<file path="src/rtl/tmr_cascade_pkg.sv">
`timescale 1ns/1ps
package tmr_cascade_pkg;

    localparam int CNT_W  = 8;
    localparam int N_TAPS = 4;

    typedef enum logic [1:0] {
        TM_SPLIT   = 2'b00,
        TM_CASCADE = 2'b01,
        TM_RSV2    = 2'b10,
        TM_RSV3    = 2'b11
    } tmode_e;

    typedef struct packed {
        logic lo_hit;
        logic hi_hit;
        logic wrap;
    } tmr_evt_t;

    // Width of the all-ones window that marks one divider tap (2, 8, 32, 128)
    function automatic int tap_width(input int g);
        return 2 * g + 1;
    endfunction

endpackage

</file>
<file path="src/rtl/tmr_prescaler.sv">
`timescale 1ns/1ps
module tmr_prescaler
    import tmr_cascade_pkg::*;
#(
    parameter int TAPS = N_TAPS
) (
    input  logic       clk,
    input  logic       rst,
    input  logic       en,
    input  logic [1:0] sel,
    output logic       tick
);
    localparam int PS_W = tap_width(TAPS - 1);

    logic [PS_W-1:0] div_q;
    logic [TAPS-1:0] taps;

    always_ff @(posedge clk) begin
        if (rst || !en) div_q <= '0;
        else            div_q <= div_q + 1'b1;
    end

    for (genvar g = 0; g < TAPS; g++) begin : g_tap
        localparam int TW = tap_width(g);
        assign taps[g] = en && (&div_q[TW-1:0]);
    end

    assign tick = taps[sel];

endmodule

</file>
<file path="src/rtl/tmr_lo_stage.sv">
`timescale 1ns/1ps
module tmr_lo_stage
    import tmr_cascade_pkg::*;
#(
    parameter int W = CNT_W
) (
    input  logic         clk,
    input  logic         rst,
    input  logic         en,
    input  logic         tick,
    input  logic         clr,
    input  logic [W-1:0] cmp,
    output logic         arrive
);
    logic [W-1:0] cnt_q;
    logic [W-1:0] nxt;

    assign nxt    = cnt_q + 1'b1;
    assign arrive = tick && (nxt == cmp);

    always_ff @(posedge clk) begin
        if (rst || !en)  cnt_q <= '0;
        else if (tick)   cnt_q <= clr ? '0 : nxt;
    end

endmodule

</file>
<file path="src/rtl/tmr_hi_stage.sv">
`timescale 1ns/1ps
module tmr_hi_stage
    import tmr_cascade_pkg::*;
#(
    parameter int W = CNT_W
) (
    input  logic         clk,
    input  logic         rst,
    input  logic         en,
    input  logic         adv,
    input  logic [W-1:0] cmp,
    output logic         hit
);
    logic [W-1:0] cnt_q;

    assign hit = adv && (cnt_q == cmp);

    always_ff @(posedge clk) begin
        if (rst || !en) cnt_q <= '0;
        else if (adv)   cnt_q <= hit ? '0 : cnt_q + 1'b1;
    end

endmodule

</file>
<file path="src/rtl/tmr_cascade16.sv">
`timescale 1ns/1ps
module tmr_cascade16
    import tmr_cascade_pkg::*;
#(
    parameter int W = CNT_W
) (
    input  logic         clk,
    input  logic         rst,
    input  logic         run,
    input  logic [1:0]   mode,
    input  logic [1:0]   clk_sel,
    input  logic [W-1:0] cmp_hi,
    input  logic [W-1:0] cmp_lo,
    input  logic         inv_en,
    output logic         match_lo,
    output logic         match_hi,
    output logic         irq,
    output logic         tff_out
);
    logic     active;
    logic     tick;
    logic     lo_arrive;
    logic     hi_hit;
    tmr_evt_t evt_q;
    logic     tff_q;

    assign active = run && (tmode_e'(mode) == TM_CASCADE);

    tmr_prescaler #(.TAPS(N_TAPS)) u_pre (
        .clk  (clk),
        .rst  (rst),
        .en   (active),
        .sel  (clk_sel),
        .tick (tick)
    );

    tmr_lo_stage #(.W(W)) u_lo (
        .clk    (clk),
        .rst    (rst),
        .en     (active),
        .tick   (tick),
        .clr    (hi_hit),
        .cmp    (cmp_lo),
        .arrive (lo_arrive)
    );

    tmr_hi_stage #(.W(W)) u_hi (
        .clk (clk),
        .rst (rst),
        .en  (active),
        .adv (lo_arrive),
        .cmp (cmp_hi),
        .hit (hi_hit)
    );

    always_ff @(posedge clk) begin
        if (rst) begin
            evt_q <= '0;
            tff_q <= 1'b0;
        end else begin
            evt_q.lo_hit <= lo_arrive;
            evt_q.hi_hit <= hi_hit;
            evt_q.wrap   <= hi_hit;
            if (hi_hit && inv_en) tff_q <= ~tff_q;
        end
    end

    assign match_lo = evt_q.lo_hit;
    assign match_hi = evt_q.hi_hit;
    assign irq      = evt_q.wrap;
    assign tff_out  = tff_q;

endmodule

</file>
<file path="config.mk">
export PLATFORM = sky130hd
export DESIGN_NAME = tmr_cascade16
export DESIGN_NICKNAME = d
export VERILOG_FILES = /design/src/rtl/tmr_cascade_pkg.sv /design/src/rtl/tmr_prescaler.sv /design/src/rtl/tmr_lo_stage.sv /design/src/rtl/tmr_hi_stage.sv /design/src/rtl/tmr_cascade16.sv
export SDC_FILE = /design/constraint.sdc
export NUM_CORES = 1
export LEC_CHECK = 0
export BUFFER_PORTS_ARGS = -buffer_cell sky130_fd_sc_hd__buf_2
export CAP_MARGIN = 5
export CORE_ASPECT_RATIO = 1.1
export CORE_MARGIN = 5
export CORE_UTILIZATION = 55
export DETAILED_ROUTE_END_ITERATION = 8
export PLACE_DENSITY = 0.79
export SLEW_MARGIN = 30
export SYNTH_ARGS = -nofsm -noshare
export SYNTH_HDL_FRONTEND = slang
export SYNTH_HIERARCHICAL = 1
export SYNTH_SLANG_ARGS = --single-unit
</file>
<file path="constraint.sdc">
create_clock -name clk -period 3.9 [get_ports clk]
set_clock_uncertainty 0.15 [all_clocks]
set_input_delay 0.195 -clock clk [delete_from_list [all_inputs] [get_ports clk]]
set_output_delay 0.195 -clock clk [all_outputs]
set_load 0.05 [all_outputs]
</file>
# After elaboration in Yosys (flattened, before gate mapping)
# Index checks and enable logic that the tools add are counted.
[classes] n_bitwise=1 addsub=3 eq_ne=3 reduce_logical=13 order_cmp=1 mux=4
[ops] operator="adder 8 x 1 -> 8 bit, second input constant" count=2
[ops] operator="== test 8 bit" count=2
[ops] operator="2-to-1 mux 8 bit" count=2
[ops] operator="logical AND 1 bit" count=8
[ops] operator="adder 7 x 1 -> 7 bit, second input constant" count=1
[ops] operator="AND reduction 7 bit" count=1
[ops] operator="AND reduction 5 bit" count=1
[ops] operator="< comparator 2 x 3 -> 1 bit, second input constant" count=1
[ops] operator="AND reduction 3 bit" count=1
[ops] operator="binary-select mux 1 bit (select 2 bit)" count=1
[ops] operator="== test 2 x 1 -> 1 bit, second input constant" count=1
[ops] operator="zero test 1 bit" count=1
[ops] operator="logical OR 1 bit" count=1
[ops] operator="2-to-1 mux 1 bit" count=1
[ops] operator="inverter 1 bit" count=1
[word_totals] register_bits=26

# Depth between registers and ports, before layout
# Gate-level depths: netlist of the first run.
[logic_depth] depth_word=8 ltp_mapped=18

# Modules after synthesis
# Netlist of the first run, hierarchy kept.
[modules_own_cells] mod="tmr_lo_stage" cells_each=87 seq_area_each_um2=160.2 n_inst=1 area_per_inst_um2=645.6
[modules_own_cells] mod="tmr_hi_stage" cells_each=52 seq_area_each_um2=160.2 n_inst=1 area_per_inst_um2=466.7
[modules_own_cells] mod="tmr_prescaler" cells_each=35 seq_area_each_um2=140.1 n_inst=1 area_per_inst_um2=324.1
[modules_own_cells] mod="tmr_cascade16" cells_each=11 seq_area_each_um2=60.1 n_inst=1 area_per_inst_um2=113.9

# Worst setup path before layout of the first run
# OpenSTA, ideal clock, no wires.
[synth_timing] path_kind="register to register" from="register u_pre.div_q[0]" to="register u_lo.cnt_q[7]" t_arrival_ns=3.300 required_ns=3.626 stages_incl_launch_ff=19 path_slack_ns=0.325 cell_sequence="dfxtp_1 > ha_1 > nand3_2 > inv_1 > ha_1 > mux2i_1 > o21ai_0 > o21a_1 > clkbuf_1 > o2111ai_1 > nor4_1 > and3_1 > buf_2 > nand4_2 > nor3_1 > nand2b_1 > nor4_1 > a21oi_1 > nor2_1"
[synth_between] elab_chain_len=7
[synth_rtl] element="start, declared" line_no="tmr_prescaler.sv:15" rtl="logic [PS_W-1:0] div_q;"
[synth_rtl] element="start signal, assigned" line_no="tmr_prescaler.sv:20" rtl="else div_q <= div_q + 1'b1;"
[synth_rtl] element="AND reduction 7 bit, or another cell as far along" line_no="tmr_prescaler.sv:25" rtl="assign taps[g] = en && (&div_q[TW-1:0]);"
[synth_rtl] element="logical AND 1 bit" line_no="tmr_prescaler.sv:25"
[synth_rtl] element="binary-select mux 1 bit (select 2 bit) *" line_no="tmr_prescaler.sv:28" rtl="assign tick = taps[sel];"
[synth_rtl] element="2-to-1 mux 1 bit (not written as such) *" line_no="tmr_prescaler.sv:28"
[synth_rtl] element="net tick" line_no="tmr_cascade16.sv:21" rtl="logic tick;"
[synth_rtl] element="logical AND 1 bit *" line_no="tmr_lo_stage.sv:19" rtl="assign arrive = tick && (nxt == cmp);"
[synth_rtl] element="net lo_arrive" line_no="tmr_cascade16.sv:22" rtl="logic lo_arrive;"
[synth_rtl] element="logical AND 1 bit *" line_no="tmr_hi_stage.sv:16" rtl="assign hit = adv && (cnt_q == cmp);"
[synth_rtl] element="net hi_hit" line_no="tmr_cascade16.sv:23" rtl="logic hi_hit;"
[synth_rtl] element="2-to-1 mux 8 bit *" line_no="tmr_lo_stage.sv:23" rtl="else if (tick) cnt_q <= clr ? '0 : nxt;"
[synth_rtl] element="end signal, assigned" line_no="tmr_lo_stage.sv:23"
[synth_rtl] element="end, declared" line_no="tmr_lo_stage.sv:15" rtl="logic [W-1:0] cnt_q;"
# The timed path passes the listed nets; every way through them passes the cells marked *. The select of a mux whose other input is x is not followed.
# A chain may end at the register's enable or synchronous reset.

# Final worst setup path of the first run
# Same ends and word-level chain as after synthesis.

==> results.json, run 1 <==
{
  "p_leak_nw": 0.636,
  "status": "completed",
  "synthesis.area_sq_um": 1550,
  "io_pins": 28,
  "routed_wl_mm": 3.35,
  "grt_max_degree": 16,
  "grt_pass1_wl_mm": 5.64,
  "end_kind": "flip-flop",
  "fill_cells": 241,
  "track_usage_pct": 18.2,
  "first_global_vias": 1397,
  "area_growth_pct": 15.1,
  "ff_latch_area_sq_um": 520,
  "period_minus_slack_ps": 3420,
  "num_vias": 1381,
  "io_buffer_count": 27,
  "route.antenna.remaining_nets": 0,
  "ys.warnings.count": 6,
  "yosysUniqueCellTypes": 42,
  "drt_pass1_iterations": 4,
  "clk_latency_ps": 310,
  "multiInputGateArea_sq_um": 988,
  "routedWlPerCell_um": 13.5,
  "critPathKind": "flip-flop to flip-flop",
  "antenna_found_initial": 0,
  "cp.required_ps": 3960,
  "placed_cell_area_sq_um": 1710,
  "rsz0062_at_grt": "no",
  "ys.flop_type": "dfxtp_1",
  "tns_ps": 0,
  "gp_congestion": 0.850,
  "die_w_um": 60.6,
  "min_path_type": "input port to flip-flop",
  "r2r_slack_ps": 480,
  "hold_path_end": "u_hi/cnt_q[1]",
  "clk_pin_slew_ps": 140,
  "start_util_pct": 56.8,
  "synth_seq_area_share_pct": 33.6,
  "clk_path_buf_depth": 2,
  "tightest_slew_ps": 471,
  "synthCells": 185,
  "syn_nets": 214,
  "crit_arrival_ps": 3480,
  "synth_edf_count": 0,
  "report.final.slew_viol_count": 0,
  "core_area_sq_um": 2730,
  "cts.sinks": 26,
  "hold_start": "mode[1]",
  "rows": 20,
  "yosys_register_bits": 26,
  "cts_setup_buffers": 0,
  "setup_viol": 0,
  "hpwl_mm": 2.60,
  "r2r_end": "u_lo/cnt_q[7]",
  "ir_drop_uv": 245,
  "overflow": 0,
  "post-route-period-util_pct": 87.7,
  "cts_buffers": 3,
  "maxSlewHeadroom_pct": 68.5,
  "cts_tree": "built",
  "timing.rr.start": "u_pre/div_q[0]",
  "synth.avg_cell_area_sq_um": 8.38,
  "die_h_um": 65.7,
  "fmax_ghz": 0.292,
  "ff2ff_path_depth": 17,
  "vias_per_cell": 5.59,
  "finalPower_uw": 482,
  "power_density_nw_per_um2": 270,
  "die_area_sq_um": 3980,
  "startpoint_type": "flip-flop",
  "clock-root-buffer": "clkbuf_4",
  "fin_area_sq_um": 1780,
  "antenna_cells": 0,
  "layout_commonest_cell": "buf_2",
  "min_path_cells": 4,
  "maxCapViolations": 0,
  "synthArstFlopShare_pct": 0,
  "route.detailed.drc": 0,
  "h-tree-depth": 1,
  "drtIter0Drc": 50,
  "drive_above_1_share_pct": 19.2,
  "timing_hold_violations_final": 0,
  "critPathMaxFanout": 12,
  "layout_common_cells": "27 x buf_2, 26 x dfxtp_1, 24 x nor2_1, 17 x xnor2_1, 14 x nand2_1",
  "nets": 244
}
## area by class of cell
| cell class | instances | area share [%] |
|---|---|---|
| inverters | 3 | 0.631 |
| multi-input cells | 150 | 55.4 |
| flip-flops and latches | 26 | 29.2 |
| clock inverters | 1 | 1.68 |
| repair buffers | 31 | 9.54 |
| clock buffers | 3 | 1.26 |
| well taps | 33 | 2.31 |
## kinds of logic after synthesis
logic type | after synthesis | synth area share [%]
compound gates | 33 | 14.5
xor+xnor | 24 | 13.6
fa+ha+maj | 5 | 4.04
buf+inv | 9 | 2.66
flops | 26 | 33.6
mux | 3 | 1.94
simple gates | 85 | 29.7
## critical path, stage by stage, from the launching register on
cell and delay [ps]:
dfxtp_1 400, ha_1 210, nand3_2 110, inv_1 70, ha_1 140, mux2i_1 60
o21ai_0 140, o21a_1 360, o2111ai_1 160, nor4_1 250, and3_1 210, nand4_2 130
nor3_1 210, buf_4 190, nand2b_1 250, nor4_1 80, a21oi_1 130, nor2_1 50
## per-stage QoR
step                      utilization [%]  worst slack [ps]  hold slack (ps)  std cells
after floorplan                         -               325              107        185
after global placement               62.8               659              292        241
after detailed placement             62.8               508              308        241
after CTS                            65.0               486            0.823        246
after global routing                 65.4              82.1             62.0        247
final                                65.4               479             69.4        247
## sequential cells by signal, summed over array words and instances, names as in the netlist
| register | flops |
|---|---|
| irq | 1 |
| u_pre/div_q | 7 |
| tff_out | 1 |
| u_hi/cnt_q | 8 |
| match_lo | 1 |
| u_lo/cnt_q | 8 |
## cells in the mapped netlist, types with 2 or more instances
cell / count / share of area [%]
dfxtp_1: 26 / 34
nor2_1: 24 / 5.8
xnor2_1: 17 / 9.6
nand2_1: 14 / 3.4
a21oi_1: 11 / 3.6
o21ai_0: 10 / 3.2
xor2_1: 7 / 4.0
nand2b_1: 6 / 2.4
nor3_1: 6 / 1.9
ha_1: 5 / 4.0
nand3_1: 5 / 1.6
nand3b_1: 4 / 1.9
nor4_1: 4 / 1.6
and2_1: 3 / 1.2
buf_2: 3 / 0.97
inv_1: 3 / 0.73
mux2i_1: 3 / 1.9
nand3_2: 3 / 1.9
nand4_1: 3 / 1.2
nor2b_1: 3 / 1.2
or3_1: 3 / 1.2
o2111ai_1: 2 / 1.1
## timing repair
item / CTS / global route
gates resized for setup: 0 / 0
endpoints found under the setup margin: 0 / 0
hold endpoints to repair: 3 / 1
hold buffers: 1 / 1
## worst max path at each step
stage	from	end	slack, ps	cells past startpoint
after floorplan	u_pre/div_q[0]	u_lo/cnt_q[7]	330	18
after global placement	u_pre/div_q[0]	u_lo/cnt_q[2]	660	17
after detailed placement	u_pre/div_q[0]	u_lo/cnt_q[7]	510	17
after CTS	u_pre/div_q[0]	u_lo/cnt_q[7]	490	17
after global routing	u_pre/div_q[0]	u_lo/cnt_q[2]	80	17
final	u_pre/div_q[0]	u_lo/cnt_q[7]	480	17
## report_power, final
group	leakage [nW]	internal, mW	switching (mW)	total (mW)
clock	0.0279	0.104	0.0757	0.179
combinational	0.399	0.0184	0.0179	0.0364
sequential	0.209	0.266	0.000286	0.266
## routing by layer
metal | up-vias | part of all wire, % | GRT usage [%] | routed length, um
met1 | 625 | 43 | 21.8 | 1450
met2 | 42 | 50 | 32.2 | 1670
li1 | 712 | - | - | -
met4 | 0 | 0.69 | 6.23 | 23
met3 | 2 | 5.9 | 2.55 | 197
met5 | - | 0 | 0 | 0
Note: power is estimated with default switching activity, not from simulation.
==> inputs of run 2 (changes only) <==
==> constraint.sdc (replaced) <==
create_clock -name clk -period 3.9 [get_ports clk]
set_clock_uncertainty 0.15 [all_clocks]
set_input_delay 0.585 -clock clk [delete_from_list [all_inputs] [get_ports clk]]
set_output_delay 0.585 -clock clk [all_outputs]
set_load 0.05 [all_outputs]
==> run 2 against run 1 <==
  * Critical path depth decreased by 1
  * Register-to-register slack gained 30 ps
  * Final cell count decreased by 0.40%
  * Largest cell class unchanged
==> results.json, run 2 (synthesis gave the netlist of run 1 again) <==
{
  "grt_pass1_wl_mm": 6.05,
  "h-tree-depth": 1,
  "core_area_sq_um": 2730,
  "setup_viol": 0,
  "cts_buffers": 3,
  "antenna_cells": 0,
  "startpoint_type": "flip-flop",
  "drt-met1-wl_mm": 1.35,
  "critPathKind": "flip-flop to flip-flop",
  "placed_cell_area_sq_um": 1720,
  "track_usage_pct": 19.6,
  "clk_latency_ps": 310,
  "cp.required_ps": 3970,
  "hpwl_mm": 2.74,
  "max_stage_delay_ps": 400,
  "layout_commonest_cell": "buf_2",
  "routedWlPerCell_um": 14.2,
  "rows": 20,
  "report.final.slew_viol_count": 0,
  "route.detailed.drc": 0,
  "slowest_stage": "dfxtp_1",
  "maxCapViolations": 0,
  "ir_drop_uv": 199,
  "io_pins": 28,
  "wl_met2_mm": 1.83,
  "overflow": 0,
  "first_global_vias": 1427,
  "drt_pass1_iterations": 4,
  "area_growth_pct": 15.0,
  "cts.sinks": 26,
  "tns_ps": 0,
  "nets": 243,
  "drive_above_1_share_pct": 20.2,
  "antenna_found_initial": 0,
  "drtIter0Drc": 48,
  "status": "completed",
  "crit_arrival_ps": 3460,
  "top_regs": "u_hi/cnt_q x8, u_lo/cnt_q x8, u_pre/div_q x7",
  "timing.final.ws_setup_ps": 505,
  "critPathMaxFanout": 11,
  "top_layer": "met4",
  "period_minus_slack_ps": 3390,
  "post-route-period-util_pct": 87.0,
  "num_vias": 1416,
  "gp_congestion": 0.912,
  "fill_cells": 227,
  "vias_per_cell": 5.76,
  "end_kind": "flip-flop",
  "pre_cts_ws_ps": 327,
  "tightest_slew_ps": 393,
  "die_area_sq_um": 3980,
  "die_h_um": 65.7,
  "route.antenna.remaining_nets": 0,
  "timing_hold_violations_final": 0,
  "cp_cell_sequence": "ha_1 > nand3_2 > inv_1 > ha_1 > mux2i_1 > o21ai_0 > o21a_1 > o2111ai_1 > nor4_1 > and3_1 > nand4_2 > nor3_4 > nand2b_1 > nor3_1 > a21oi_1 > nor2_1",
  "p_leak_nw": 0.645,
  "routed_wl_mm": 3.49,
  "maxSlewHeadroom_pct": 73.5,
  "clock-root-buffer": "clkbuf_4",
  "io_buffer_count": 27,
  "layout_common_cells": "27 x buf_2, 26 x dfxtp_1, 24 x nor2_1, 17 x xnor2_1, 14 x nand2_1",
  "clk_pin_slew_ps": 140,
  "fmax_ghz": 0.295,
  "crit_top_cell": "ha_1",
  "clk_path_buf_depth": 2,
  "routed-wl-met3_um": 232,
  "die_w_um": 60.6,
  "start_util_pct": 56.8,
  "fin_area_sq_um": 1780,
  "min_path_type": "flip-flop to flip-flop",
  "rsz0062_at_grt": "no",
  "cts_setup_buffers": 0,
  "cts_tree": "built",
  "power_density_nw_per_um2": 273,
  "grt_max_degree": 16
}
[run 2: cell count changes in the layout (fill, tap and decap cells not counted), sizes merged]
cell / before / now
dlygate4sd3: 2 / 0
buf: 29 / 30
[run 2: power by group]
group          total (mW)  leakage [nW]  internal (mW)  switching (mW)
logic              0.0361         0.408         0.0176          0.0185
clock network       0.184        0.0279          0.104          0.0798
registers           0.266         0.209          0.266        0.000287
total               0.486         0.645          0.387          0.0986
[run 2: timing repair]
| action | 4_1_cts | 5_1_grt |
|---|---|---|
| hold buffers | 0 | 0 |
| endpoints found under the hold margin | 0 | 0 |
| resized for setup | 0 | 2 |
| endpoints found under the setup margin | 0 | 9 |
[run 2: final timing paths]
| kind | startpoint | endpoint | slack, ps | depth (start not counted) |
|---|---|---|---|---|
| hold / removal | u_pre/div_q[0] | u_pre/div_q[0] | 350 | 1 |
| hold reg to reg | u_pre/div_q[0] | u_pre/div_q[0] | 350 | 1 |
| setup / recovery | u_pre/div_q[0] | u_lo/cnt_q[3] | 510 | 16 |
| setup reg to reg | u_pre/div_q[0] | u_lo/cnt_q[3] | 510 | 16 |
[run 2: critical path, delay by kind of cell (launching register included)]
| family | cells | cell delay (ps) |
|---|---|---|
| and+or+nand+nor | 8 | 1420 |
| AOI/OAI and AO/OA | 4 | 800 |
| DFF | 1 | 400 |
| adders and majority gates | 2 | 370 |
| buffers and inverters | 1 | 90 |
| muxes | 1 | 70 |
[run 2: metrics by stage]
stage	instances	utilization, %	hold WS, ps	power, mW
final	246	65.4	352	0.486
after global routing	246	65.4	355	0.506
after CTS	246	65.0	343	0.489
after detailed placement	242	63.0	316	0.307
after global placement	242	63.0	295	0.306
after floorplan	185	-	279	0.288
[run 2: layout make-up]
class / instances / area [sq um] / share of cell area, %
Sequential cell: 26 / 520 / 29.2
Timing Repair Buffer: 30 / 158 / 8.84
Inverter: 3 / 11.3 / 0.632
Tap cell: 33 / 41.3 / 2.32
Clock inverter: 1 / 30.0 / 1.68
Clock buffer: 3 / 22.5 / 1.26
Multi-Input combinational cell: 150 / 1000 / 56.1
[run 2: routing by layer]
metal | global-route usage (%) | up-vias
li1 | - | 705
met1 | 21.7 | 655
met2 | 36.4 | 47
met3 | 3.54 | 9
met4 | 6.50 | 0
met5 | 0 | -
